===== src/rtl/park_pkg.sv =====
package park_pkg;
  typedef enum logic [1:0] {
    COIL_OFF   = 2'd0,
    COIL_PARK  = 2'd1,
    COIL_HIZ   = 2'd2,
    COIL_BRAKE = 2'd3
  } coil_e;

  // strobes from control to datapath
  typedef struct packed {
    logic load;   // capture settings, zero the counter
    logic clear;  // zero the counter
    logic step;   // advance the counter by one tick
  } seqCmd_t;
endpackage


===== src/rtl/park_dp.sv =====
module park_dp
  import park_pkg::*;
#(
  parameter int SHORT_TICKS = 16000,
  parameter int MID_TICKS   = 32000,
  parameter int LONG_TICKS  = 64000,
  parameter int CNT_W       = $clog2(LONG_TICKS + 1)
) (
  input  logic             clk,
  input  logic             rstN,
  input  seqCmd_t          cmd,
  input  logic [1:0]       timeSel,
  input  logic [1:0]       parkSel,
  input  logic             hizOpt,
  input  logic             brakeOpt,
  output logic             lastTick,
  output logic             firstHalf,
  output logic [1:0]       parkCode,
  output coil_e            optMode
);
  localparam logic [CNT_W-1:0] LEN_SHORT = CNT_W'(SHORT_TICKS);
  localparam logic [CNT_W-1:0] LEN_MID   = CNT_W'(MID_TICKS);
  localparam logic [CNT_W-1:0] LEN_LONG  = CNT_W'(LONG_TICKS);
  localparam logic [CNT_W-1:0] ONE       = CNT_W'(1);

  logic [CNT_W-1:0] tickCnt;
  logic [CNT_W-1:0] winLen;
  logic [CNT_W-1:0] winLenNext;
  logic [CNT_W-1:0] halfLen;
  coil_e            optNext;

  // non-monotonic duration encoding
  always_comb begin
    unique case (timeSel)
      2'b00:   winLenNext = LEN_MID;
      2'b01:   winLenNext = LEN_LONG;
      2'b10:   winLenNext = LEN_SHORT;
      default: winLenNext = LEN_MID;
    endcase
  end

  // brake wins over high impedance
  always_comb begin
    if (brakeOpt)    optNext = COIL_BRAKE;
    else if (hizOpt) optNext = COIL_HIZ;
    else             optNext = COIL_PARK;
  end

  always_ff @(posedge clk) begin
    if (!rstN) begin
      tickCnt  <= '0;
      winLen   <= LEN_MID;
      parkCode <= 2'b00;
      optMode  <= COIL_PARK;
    end else if (cmd.load) begin
      tickCnt  <= '0;
      winLen   <= winLenNext;
      parkCode <= parkSel;
      optMode  <= optNext;
    end else if (cmd.clear) begin
      tickCnt  <= '0;
    end else if (cmd.step) begin
      tickCnt  <= tickCnt + ONE;
    end
  end

  assign halfLen   = winLen >> 1;
  assign lastTick  = (tickCnt == winLen - ONE);
  assign firstHalf = (tickCnt < halfLen);
endmodule


===== src/rtl/park_ctrl.sv =====
module park_ctrl
  import park_pkg::*;
(
  input  logic    clk,
  input  logic    rstN,
  input  logic    swRetract,
  input  logic    powerFail,
  input  logic    tickEn,
  input  logic    lastTick,
  input  logic    firstHalf,
  input  coil_e   optMode,
  output seqCmd_t cmd,
  output logic    busy,
  output logic    done,
  output coil_e   coilMode
);
  logic running;
  logic pfCause;
  logic swPrev;
  logic pfPrev;
  logic doneQ;
  logic swRise;
  logic pfRise;
  logic cancel;
  logic finish;

  assign swRise = swRetract & ~swPrev;
  assign pfRise = powerFail & ~pfPrev;
  // software may abandon only its own retract
  assign cancel = running & ~pfCause & ~swRetract;
  assign finish = running & ~cancel & tickEn & lastTick;

  always_comb begin
    cmd = '0;
    if (!running) begin
      cmd.load = swRise | pfRise;
    end else if (cancel || finish) begin
      cmd.clear = 1'b1;
    end else begin
      cmd.step = tickEn;
    end
  end

  always_ff @(posedge clk) begin
    if (!rstN) begin
      running <= 1'b0;
      pfCause <= 1'b0;
      swPrev  <= 1'b0;
      pfPrev  <= 1'b0;
      doneQ   <= 1'b0;
    end else begin
      swPrev <= swRetract;
      pfPrev <= powerFail;
      doneQ  <= finish;
      if (!running) begin
        if (swRise || pfRise) begin
          running <= 1'b1;
          pfCause <= pfRise;
        end
      end else if (cancel || finish) begin
        running <= 1'b0;
        pfCause <= 1'b0;
      end
    end
  end

  always_comb begin
    if (!running)       coilMode = COIL_OFF;
    else if (firstHalf) coilMode = optMode;
    else                coilMode = COIL_PARK;
  end

  assign busy = running;
  assign done = doneQ;
endmodule


===== src/rtl/park_retract_seq.sv =====
module park_retract_seq
  import park_pkg::*;
#(
  parameter int SHORT_TICKS = 16000,
  parameter int MID_TICKS   = 32000,
  parameter int LONG_TICKS  = 64000
) (
  input  logic       clk,
  input  logic       rstN,
  input  logic       swRetract,
  input  logic       powerFail,
  input  logic       tickEn,
  input  logic [1:0] timeSel,
  input  logic [1:0] parkSel,
  input  logic       hizOpt,
  input  logic       brakeOpt,
  output logic       busy,
  output logic       done,
  output logic [1:0] coilMode,
  output logic [1:0] parkCode
);
  localparam int CNT_W = $clog2(LONG_TICKS + 1);

  seqCmd_t cmd;
  logic    lastTick;
  logic    firstHalf;
  coil_e   optMode;
  coil_e   modeOut;

  park_ctrl u_ctrl (
    .clk       (clk),
    .rstN      (rstN),
    .swRetract (swRetract),
    .powerFail (powerFail),
    .tickEn    (tickEn),
    .lastTick  (lastTick),
    .firstHalf (firstHalf),
    .optMode   (optMode),
    .cmd       (cmd),
    .busy      (busy),
    .done      (done),
    .coilMode  (modeOut)
  );

  park_dp #(
    .SHORT_TICKS (SHORT_TICKS),
    .MID_TICKS   (MID_TICKS),
    .LONG_TICKS  (LONG_TICKS),
    .CNT_W       (CNT_W)
  ) u_dp (
    .clk       (clk),
    .rstN      (rstN),
    .cmd       (cmd),
    .timeSel   (timeSel),
    .parkSel   (parkSel),
    .hizOpt    (hizOpt),
    .brakeOpt  (brakeOpt),
    .lastTick  (lastTick),
    .firstHalf (firstHalf),
    .parkCode  (parkCode),
    .optMode   (optMode)
  );

  assign coilMode = modeOut;
endmodule


===== config.mk =====
export PLATFORM = sky130hd
export DESIGN_NAME = park_retract_seq
export DESIGN_NICKNAME = d
export VERILOG_FILES = /design/src/rtl/park_pkg.sv /design/src/rtl/park_dp.sv /design/src/rtl/park_ctrl.sv /design/src/rtl/park_retract_seq.sv
export SDC_FILE = /design/constraint.sdc
export NUM_CORES = 1
export LEC_CHECK = 0
export ABC_AREA = 1
export ABC_CLOCK_PERIOD_IN_PS = 1900
export BUFFER_PORTS_ARGS = -buffer_cell sky130_fd_sc_hd__buf_2
export CAP_MARGIN = 20
export CORE_AREA = 2 2 63 65
export CTS_BUF_LIST = sky130_fd_sc_hd__clkbuf_4 sky130_fd_sc_hd__clkbuf_8
export CTS_CLUSTER_SIZE = 25
export DETAILED_ROUTE_END_ITERATION = 8
export DIE_AREA = 0 0 65 67
export HOLD_SLACK_MARGIN = 0.05
export PLACE_DENSITY = 0.75
export SYNTH_ARGS = -nofsm -noshare
export SYNTH_HDL_FRONTEND = slang
export SYNTH_SLANG_ARGS = --single-unit

===== constraint.sdc =====
create_clock -name clk -period 1.9 [get_ports clk]
set_input_delay 0.285 -clock clk [delete_from_list [all_inputs] [get_ports clk]]
set_output_delay 0.285 -clock clk [all_outputs]
set_load 0.02 [all_outputs]

### Word-level counts from Yosys, hierarchy flattened

Cells that the tools add are included.

| word-level totals | value |
|---|---|
| word-level logic and storage cells | 50 |
| bits of input ports | 11 |
| register bits after elaboration | 41 |
| output and inout bits | 6 |

| operators by class | value |
|---|---|
| muxes and demuxes | 15 |
| equal/unequal tests | 4 |
| add/subtract/negate cells | 2 |
| bitwise operators | 14 |
| reduce and logical (&&, ||, !) cells | 5 |
| magnitude comparators | 1 |

Operator list:

| cell | number |
|---|---|
| $pmux 16 s2 | 1 |
| $add 16x1->16 const B | 1 |
| $eq 16x16->1 | 1 |
| $lt 16x15->1 | 1 |
| $sub 16x1->16 const B | 1 |
| $mux 2 | 5 |
| $mux 1 | 9 |
| $and 1x1->1 | 7 |
| $not 1->1 | 6 |
| $reduce_or 3->1 | 1 |
| $eq 2x1->1 const B | 1 |
| $eq 2x2->1 const B | 1 |
| $logic_or 1x1->1 | 2 |
| $ne 2x2->1 const B | 1 |
| $reduce_and 2->1 | 1 |
| $reduce_bool 2->1 | 1 |
| $or 1x1->1 | 1 |

### Depth between registers and ports, before layout

Gate-level depths: netlist of the first run.

| depth | value |
|---|---|
| depth in word-level cells | 11 |
| mapped depth | 13 |
| depth with buffers taken out | 12 |

### By module

A second synthesis of the first run with hierarchy kept.

| unflattened totals | value |
|---|---|
| cells, all modules | 242 |
| area, all modules | 1,759.2 um2 |

Modules (own cells, without submodules):

| module | cells each | area an instance (um2) | seq. area each (um2) | times used |
|---|---|---|---|---|
| park_dp | 203 | 1,515.2 | 520.5 | 1 |
| park_ctrl | 39 | 244.0 | 100.1 | 1 |

### Least setup slack after synthesis of the first run

Ideal clock, no wire load.

| timing | value |
|---|---|
| path type | flip-flop to flip-flop |
| start point | reg u_dp.tickCnt[0] |
| end point | reg u_dp.tickCnt[8] |
| path buffers | 1 |
| data required time | 1.784 ns |
| arrival time | 1.561 ns |
| stages on the path, launching flop included | 10 |
| setup slack | 0.223 ns |
| path through | dfxtp_1 -> ha_1 -> nand2_1 -> nor2_4 -> nand2_2 -> nor2_1 -> nand4_1 -> nand3_2 -> clkbuf_8 -> a21oi_1 |

| between the ends | value |
|---|---|
| word-level cells in the longest chain between the ends | 6 |
| elaborated cells between the ends (all ways) | 8 |
| those cells by class | add/sub: 1; eq/ne: 1; mux: 3; bitwise: 1; reduce/logical: 2 |

RTL lines:

| item | line | text |
|---|---|---|
| from (decl) | park_dp.sv:26 | `logic [CNT_W-1:0] tickCnt;` |
| from (signal assigned) | park_dp.sv:63 | `tickCnt <= tickCnt + ONE;` |
| $eq 16x16->1 | park_dp.sv:68 | `assign lastTick = (tickCnt == winLen - ONE);` |
| $and 1x1->1 | park_ctrl.sv:31 | `assign finish = running & ~cancel & tickEn & lastTick;` |
| $logic_or 1x1->1 | park_ctrl.sv:37 | `end else if (cancel \|\| finish) begin` |
| $mux 1 | park_ctrl.sv:37 |  |
| $mux 2 | park_ctrl.sv:35 | `if (!running) begin` |
| $reduce_or 3->1 (no source line) | n/a |  |

Several ways; a longest one is shown, not always the timed one.
A chain may end at the register's enable or synchronous reset.

### Final worst setup path of the first run

| timing | value |
|---|---|
| start point | reg u_dp.winLen[8] |
| end point | out coilMode[0] |

| between the ends | value |
|---|---|
| word-level cells in the longest chain between the ends | 3 |

RTL lines:

| item | line | text |
|---|---|---|
| from (decl) | park_dp.sv:27 | `logic [CNT_W-1:0] winLen;` |
| from (signal assigned) | park_dp.sv:57 | `winLen <= winLenNext;` |
| $lt 16x15->1 | park_dp.sv:69 | `assign firstHalf = (tickCnt < halfLen);` |
| $mux 2 | park_ctrl.sv:69 | `else if (firstHalf) coilMode = optMode;` |
| $mux 2 | park_ctrl.sv:68 | `if (!running) coilMode = COIL_OFF;` |
| to (decl) | park_retract_seq.sv:19 | `output logic [1:0] coilMode,` |

No other way between the ends.

==> impl_metrics.tcl, run 1 <==
set metrics [dict create \
    dp_hpwl_um 3500 \
    tightestPinTransition_ns 0.512 \
    drive_above_1_share 0.307 \
    slew_headroom 0.656 \
    finClkSkew_ns 0.00386 \
    setup_slack_ns -0.0908 \
    clockBufferDepth 2 \
    clock_latency_ns 0.29 \
    grt.overflow.total 0 \
    worstRegToRegCells 13 \
    cp-startpoint "u_dp.winLen[8]" \
    rsz0062_at_grt "yes" \
    placed_area_mm2 0.00226 \
    antenna_found_initial 0 \
    cp.depth 8 \
    vias 2049 \
    drc 0 \
    path_class "register to output pin" \
    netlist_area_mm2 0.00204 \
    start_util 0.566 \
    status "finished with violations" \
    synth_top_family_by_area "simple AND/OR/NAND/NOR gates" \
    wl_per_cell_um 13.3 \
    critPathBufInv 3 \
    crit_arrival_ns 1.71 \
    clock_tree.root_cell "clkbuf_8" \
    postRouteAntennaNets 0 \
    io_buffers 16 \
    track_usage 0.260 \
    core_area_mm2 0.00361 \
    timing.rr.end "u_dp.tickCnt[3]" \
    path_clk_slew_ns 0.07 \
    crit_family "compound AO/OA/AOI/OAI gates" \
    slowest_delay_ns 0.32 \
    die_h_um 67 \
    vdd_drop_max_v 0.000680 \
    cap_violations 0 \
    routed_wl_um 5200 \
    hold_viol_final 0 \
    ys_seq_area_frac 0.304 \
    syn_area_per_cell_um2 6.69 \
    place.gp.congestion 0.870 \
    num_rows 22 \
    vias_per_cell 5.25 \
    syn_inst 305 \
    die-area_mm2 0.00436 \
    cp-start-kind "register" \
    numCtsBuffers 5 \
    finalSetupViolCount 3 \
    areaGrowthSynthToFinish_pct 28.3 \
    hold_class "input pin to register" \
    fin_area_mm2 0.00262 \
    dp_cells 378 \
    critPathCaptureType "output pin" \
    finalCritPeriodShare 1.05 \
    synth_xor_area_frac 0.0343 \
    diodes 0 \
    synth_compound_area_frac 0.110 \
    power_density_mw_per_mm2 643 \
    drtIter0Drc 116 \
    ys_ff_latch 31 \
    cts.sinks 31 \
    synth_fp_nets 327 \
    synth_cell_types 29 \
    drv_slew 0 \
    die_x_um 65 \
    worstPathMaxFanout 2 \
    cts_tree "built" \
    nNetsFinal 363 \
    r2r-start "u_dp.winLen[8]" \
    crit_chain "inv_2 -> ha_4 -> a21boi_2 -> o211ai_1 -> nand4_1 -> o21ai_1 -> inv_1 -> buf_6" \
    first_global_vias 1888 \
    synth-adder-area-share 0.0674 \
    synthMuxAreaShare 0 \
    r2r_slack_ns 0 \
    cts_hold_buf 0 \
    cp-endpoint "coilMode[0]" \
    failed_checks "negative setup slack" \
    p_leak_uw 0.00114 \
    fin_crit_ns 1.99 \
    max_freq_mhz 502 \
    boundaryPins 17 \
    synth-simple-area-share 0.390 \
    stdcell_count 390 \
    cp_slowest_cell "dfxtp_2" \
    grt_pass1_wl_um 8560 \
    drt_pass1_iterations 4 \
    grt_start_max_net_pins 17 \
    ys.warnings.count 0 \
    h-tree-depth 2 \
    cp_data_required_time_ns 1.62 \
]
-- where the power goes --
| group | internal (uW) | switching, uW |
|---|---|---|
| registers | 682 | 19.5 |
| logic | 115 | 180 |
| clock network | 424 | 266 |
| total | 1220 | 465 |
-- kinds of logic after synthesis --
family / Yosys count
AO/OA/AOI/OAI: 35
XOR/XNOR: 8
adder cells (fa/ha/maj): 11
buffers and inverters: 44
flip-flops: 31
AND/OR/NAND/NOR: 176
-- synthesized netlist by cell type, drive strengths merged --
library cell / count / share of area
ha: 11 / 0.067
dfxtp: 31 / 0.30
a21boi: 2 / 0.0074
nand3: 35 / 0.091
clkbuf: 4 / 0.012
nand2: 89 / 0.17
nand4: 9 / 0.028
a21oi: 20 / 0.066
buf: 3 / 0.013
nand3b: 1 / 0.0098
nor3: 7 / 0.020
o22ai: 1 / 0.0031
o211ai: 3 / 0.011
inv: 37 / 0.068
nor2: 35 / 0.074
xnor2: 2 / 0.0086
o21ai: 8 / 0.020
xor2: 6 / 0.026
a21o: 1 / 0.0037
-- per-layer routing --
layer / vias to the layer above / share of wire / GRT usage
li1: 1070 / - / -
met4: 0 / 0.019 / 0.0798
met3: 10 / 0.050 / 0.0676
met2: 57 / 0.46 / 0.398
met5: - / 0 / 0
met1: 912 / 0.47 / 0.355
-- layout make-up --
cell class / instances / area (um2)
clock inverters: 2 / 35.0
multi-input cells: 231 / 1420
repair buffers: 35 / 255
well taps: 48 / 60.1
clock buffers: 6 / 82.6
flip-flops and latches: 31 / 629
fillers: 307 / 986
inverters: 37 / 139
-- worst min-delay path: stages --
cell,delay [ns]
buf_2,0.09
nand2_1,0.04
inv_1,0.04
-- worst min path at each step --
stage,startpoint,to,slack [ns],depth (start not counted)
after floorplan,powerFail,u_ctrl.pfPrev,0.38,2
after global placement,u_dp.optMode[0],u_dp.optMode[0],0.46,2
after detailed placement,u_dp.optMode[0],u_dp.optMode[0],0.46,2
after CTS,powerFail,u_ctrl.pfPrev,0.19,3
after global routing,powerFail,u_ctrl.pfPrev,0.21,3
final,powerFail,u_ctrl.pfPrev,0.19,3
-- sequential cells by signal (all words and copies together), names as in the netlist --
signal	count
u_ctrl.busy	1
u_ctrl.done	1
u_ctrl.pfCause	1
u_ctrl.pfPrev	1
u_ctrl.swPrev	1
u_dp.optMode	2
u_dp.parkCode	2
u_dp.tickCnt	16
u_dp.winLen	6
-- timing repair --
action	4_1_cts	5_1_grt
cloned	0	2
pin swaps	8	13
endpoints found under the hold margin	0	0
gates resized for setup	16	37
buffers inserted	2	0
setup endpoints to repair	2	18
-- layout by cell type, fill, tap and decap left out, types with 9 or more instances in the layout --
cell type and count:
nand3_2 15, nand2_2 9, nand3_1 20, nor2_1 30
buf_2 14, nand2_1 79, inv_1 34, buf_4 16
dfxtp_1 24, a21oi_2 14, nand4_1 9
-- stage by stage --
step | hold WS, ns | setup TNS (ns) | power, uW | setup WS, ns | utilization
after CTS | 0.193 | -0.0934 | 1660 | -0.0748 | 0.677
final | 0.187 | -0.129 | 1690 | -0.0908 | 0.727
after global placement | 0.458 | 0 | 959 | 0.151 | 0.627
after detailed placement | 0.458 | 0 | 963 | 0.134 | 0.627
after floorplan | 0.378 | 0 | 885 | 0.223 | -
after global routing | 0.208 | -1.86 | 1760 | -0.169 | 0.727
Note: power is estimated with default switching activity, not from simulation.
==> run 2, diff against run 1 <==
ABC_CLOCK_PERIOD_IN_PS = 2400   (was 1900)
clock period = 2.4 ns   (was 1.9 ns; I/O delays follow)
==> run 2 against run 1 <==
- the flow now finishes without violations
- register-to-register slack better by 0.24 ns
- non-clock buffer count down 17
- via count down 5.2%
- die area unchanged
- combinational power down 40%
- sequential share of layout area up 3.6 points
- first-iteration DRC count down 16%
- routed wire length down 13%
- largest power group unchanged
- highest routed layer unchanged
==> impl_metrics.tcl, run 2 (synthesis results as in run 1) <==
set metrics [dict create \
    p_leak_uw 0.00102 \
    start_util 0.566 \
    combPwrFrac 0.148 \
    fin_setup_tns_ns 0 \
    layout_commonest_cell "nand2_1" \
    wl_per_cell_um 12.1 \
    areaGrowthSynthToFinish_pct 10.1 \
    worstPathMaxFanout 5 \
    regMostFlops "u_dp.tickCnt" \
    fillerInstances 352 \
    swShare 0.271 \
    hold_depth 3 \
    place.gp.congestion 0.905 \
    finalSetupViolCount 0 \
    placed_area_mm2 0.00214 \
    die_h_um 67 \
    layout_common_cells "nand2_1, inv_1, nand3_1" \
    fin_crit_ns 2.23 \
    largest_reg_flops 16 \
    p_switching_uw 323 \
    finalCritPeriodShare 0.930 \
    fin_area_mm2 0.00225 \
    antenna_found_initial 0 \
    pwr-share-seq 0.466 \
    max_freq_mhz 448 \
    io_buffers 16 \
    drtIter0Drc 98 \
    status "complete, no violations" \
    cts_hold_buf 0 \
    largest_registers "u_dp.tickCnt: 16 flops, u_dp.winLen: 6 flops" \
    cp_data_required_time_ns 2.04 \
    hold_class "input pin to register" \
    p_total_uw 1190 \
    crit_arrival_ns 1.87 \
    hold_viol_final 0 \
    h-tree-depth 2 \
    worstRegToRegCells 8 \
    cts_tree "built" \
    power_density_mw_per_mm2 531 \
    slew_headroom 0.471 \
    postRouteAntennaNets 0 \
    routed_wl_um 4520 \
    finClkSkew_ns 0.00707 \
    cp-start-kind "register" \
    vias 1942 \
    tightestPinTransition_ns 0.793 \
    rsz0062_at_grt "no" \
    clock_latency_ns 0.28 \
    core_area_mm2 0.00361 \
    power_frac_clock 0.385 \
    drt_pass1_iterations 4 \
    cts_resized 0 \
    grt.overflow.total 0 \
    grt_start_max_net_pins 19 \
    numCtsBuffers 5 \
    cts.sinks 31 \
    track_usage 0.232 \
    grt_pass1_wl_um 7820 \
    cap_violations 0 \
    boundaryPins 17 \
    vdd_drop_max_v 0.000523 \
    nNetsFinal 345 \
    p_int_uw 870 \
    die_x_um 65 \
    path_clk_slew_ns 0.06 \
    drc 0 \
    path_class "register to output pin" \
    num_rows 22 \
    final_core_util 0.624 \
    critPathCaptureType "output pin" \
    diodes 0 \
    clockBufferDepth 2 \
    die-area_mm2 0.00436 \
    r2r_slack_ns 0.24 \
    clock_tree.root_cell "clkbuf_8" \
    first_global_vias 1750 \
    drive_above_1_share 0.139 \
    vias_per_cell 5.22 \
    postCtsSetupBuffers 0 \
    drv_slew 0 \
    dp_hpwl_um 3370 \
]
run 2: changes by cell type in the layout (fill, tap and decap cells not counted), sizes merged:
cell    delta
buf       -17
clkbuf     +2
clkinv     -1
bufinv     -1
nand2      -1
run 2: per-stage QoR:
step,setup slack [ns],hold WS [ns],std cells
finish,0.168,0.273,372
global route,0.0416,0.286,372
CTS,0.153,0.272,372
detailed placement,0.278,0.453,364
global placement,0.323,0.459,364
floorplan,0.687,0.437,305
run 2: worst max-delay path, cell delays in order, from the launching register on:
cell	delay, ns
dfxtp_1	0.40
inv_1	0.09
ha_1	0.31
a21o_1	0.18
nand3_1	0.07
nand4_1	0.11
o21ai_0	0.21
inv_1	0.05
buf_2	0.15
run 2: path summary, 6_finish.rpt:
kind / endpoint / start
worst min register to register: u_dp.optMode[0] / u_dp.optMode[0]
worst max register to register: u_ctrl.pfCause / u_dp.tickCnt[0]
worst max-delay path: coilMode[0] / u_dp.winLen[10]
worst min-delay path: u_ctrl.pfPrev / powerFail
run 2: cell type report:
type                            count  area [um2]  area share
Multi-Input combinational cell    230        1230       0.547
Tap cell                           48        60.1      0.0267
Inverter                           37         139      0.0618
Sequential cell                    31         621       0.276
Clock buffer                        8         104      0.0462
Timing Repair Buffer               18        95.1      0.0423
run 2: power groups by stage:
stage | registers [uW] | logic (uW) | clock network (uW)
global placement | 567 | 175 | 0
CTS | 557 | 178 | 467
detailed placement | 568 | 177 | 0
floorplan | 570 | 130 | 0
finish | 557 | 177 | 460
global route | 560 | 202 | 489
run 2: routing by layer:
metal	up-vias	global-route usage	routed length [um]
met5	-	0	0
met1	867	0.327	2320
li1	1024	-	-
met3	5	0.0456	226
met2	46	0.357	1920
met4	0	0.0638	48
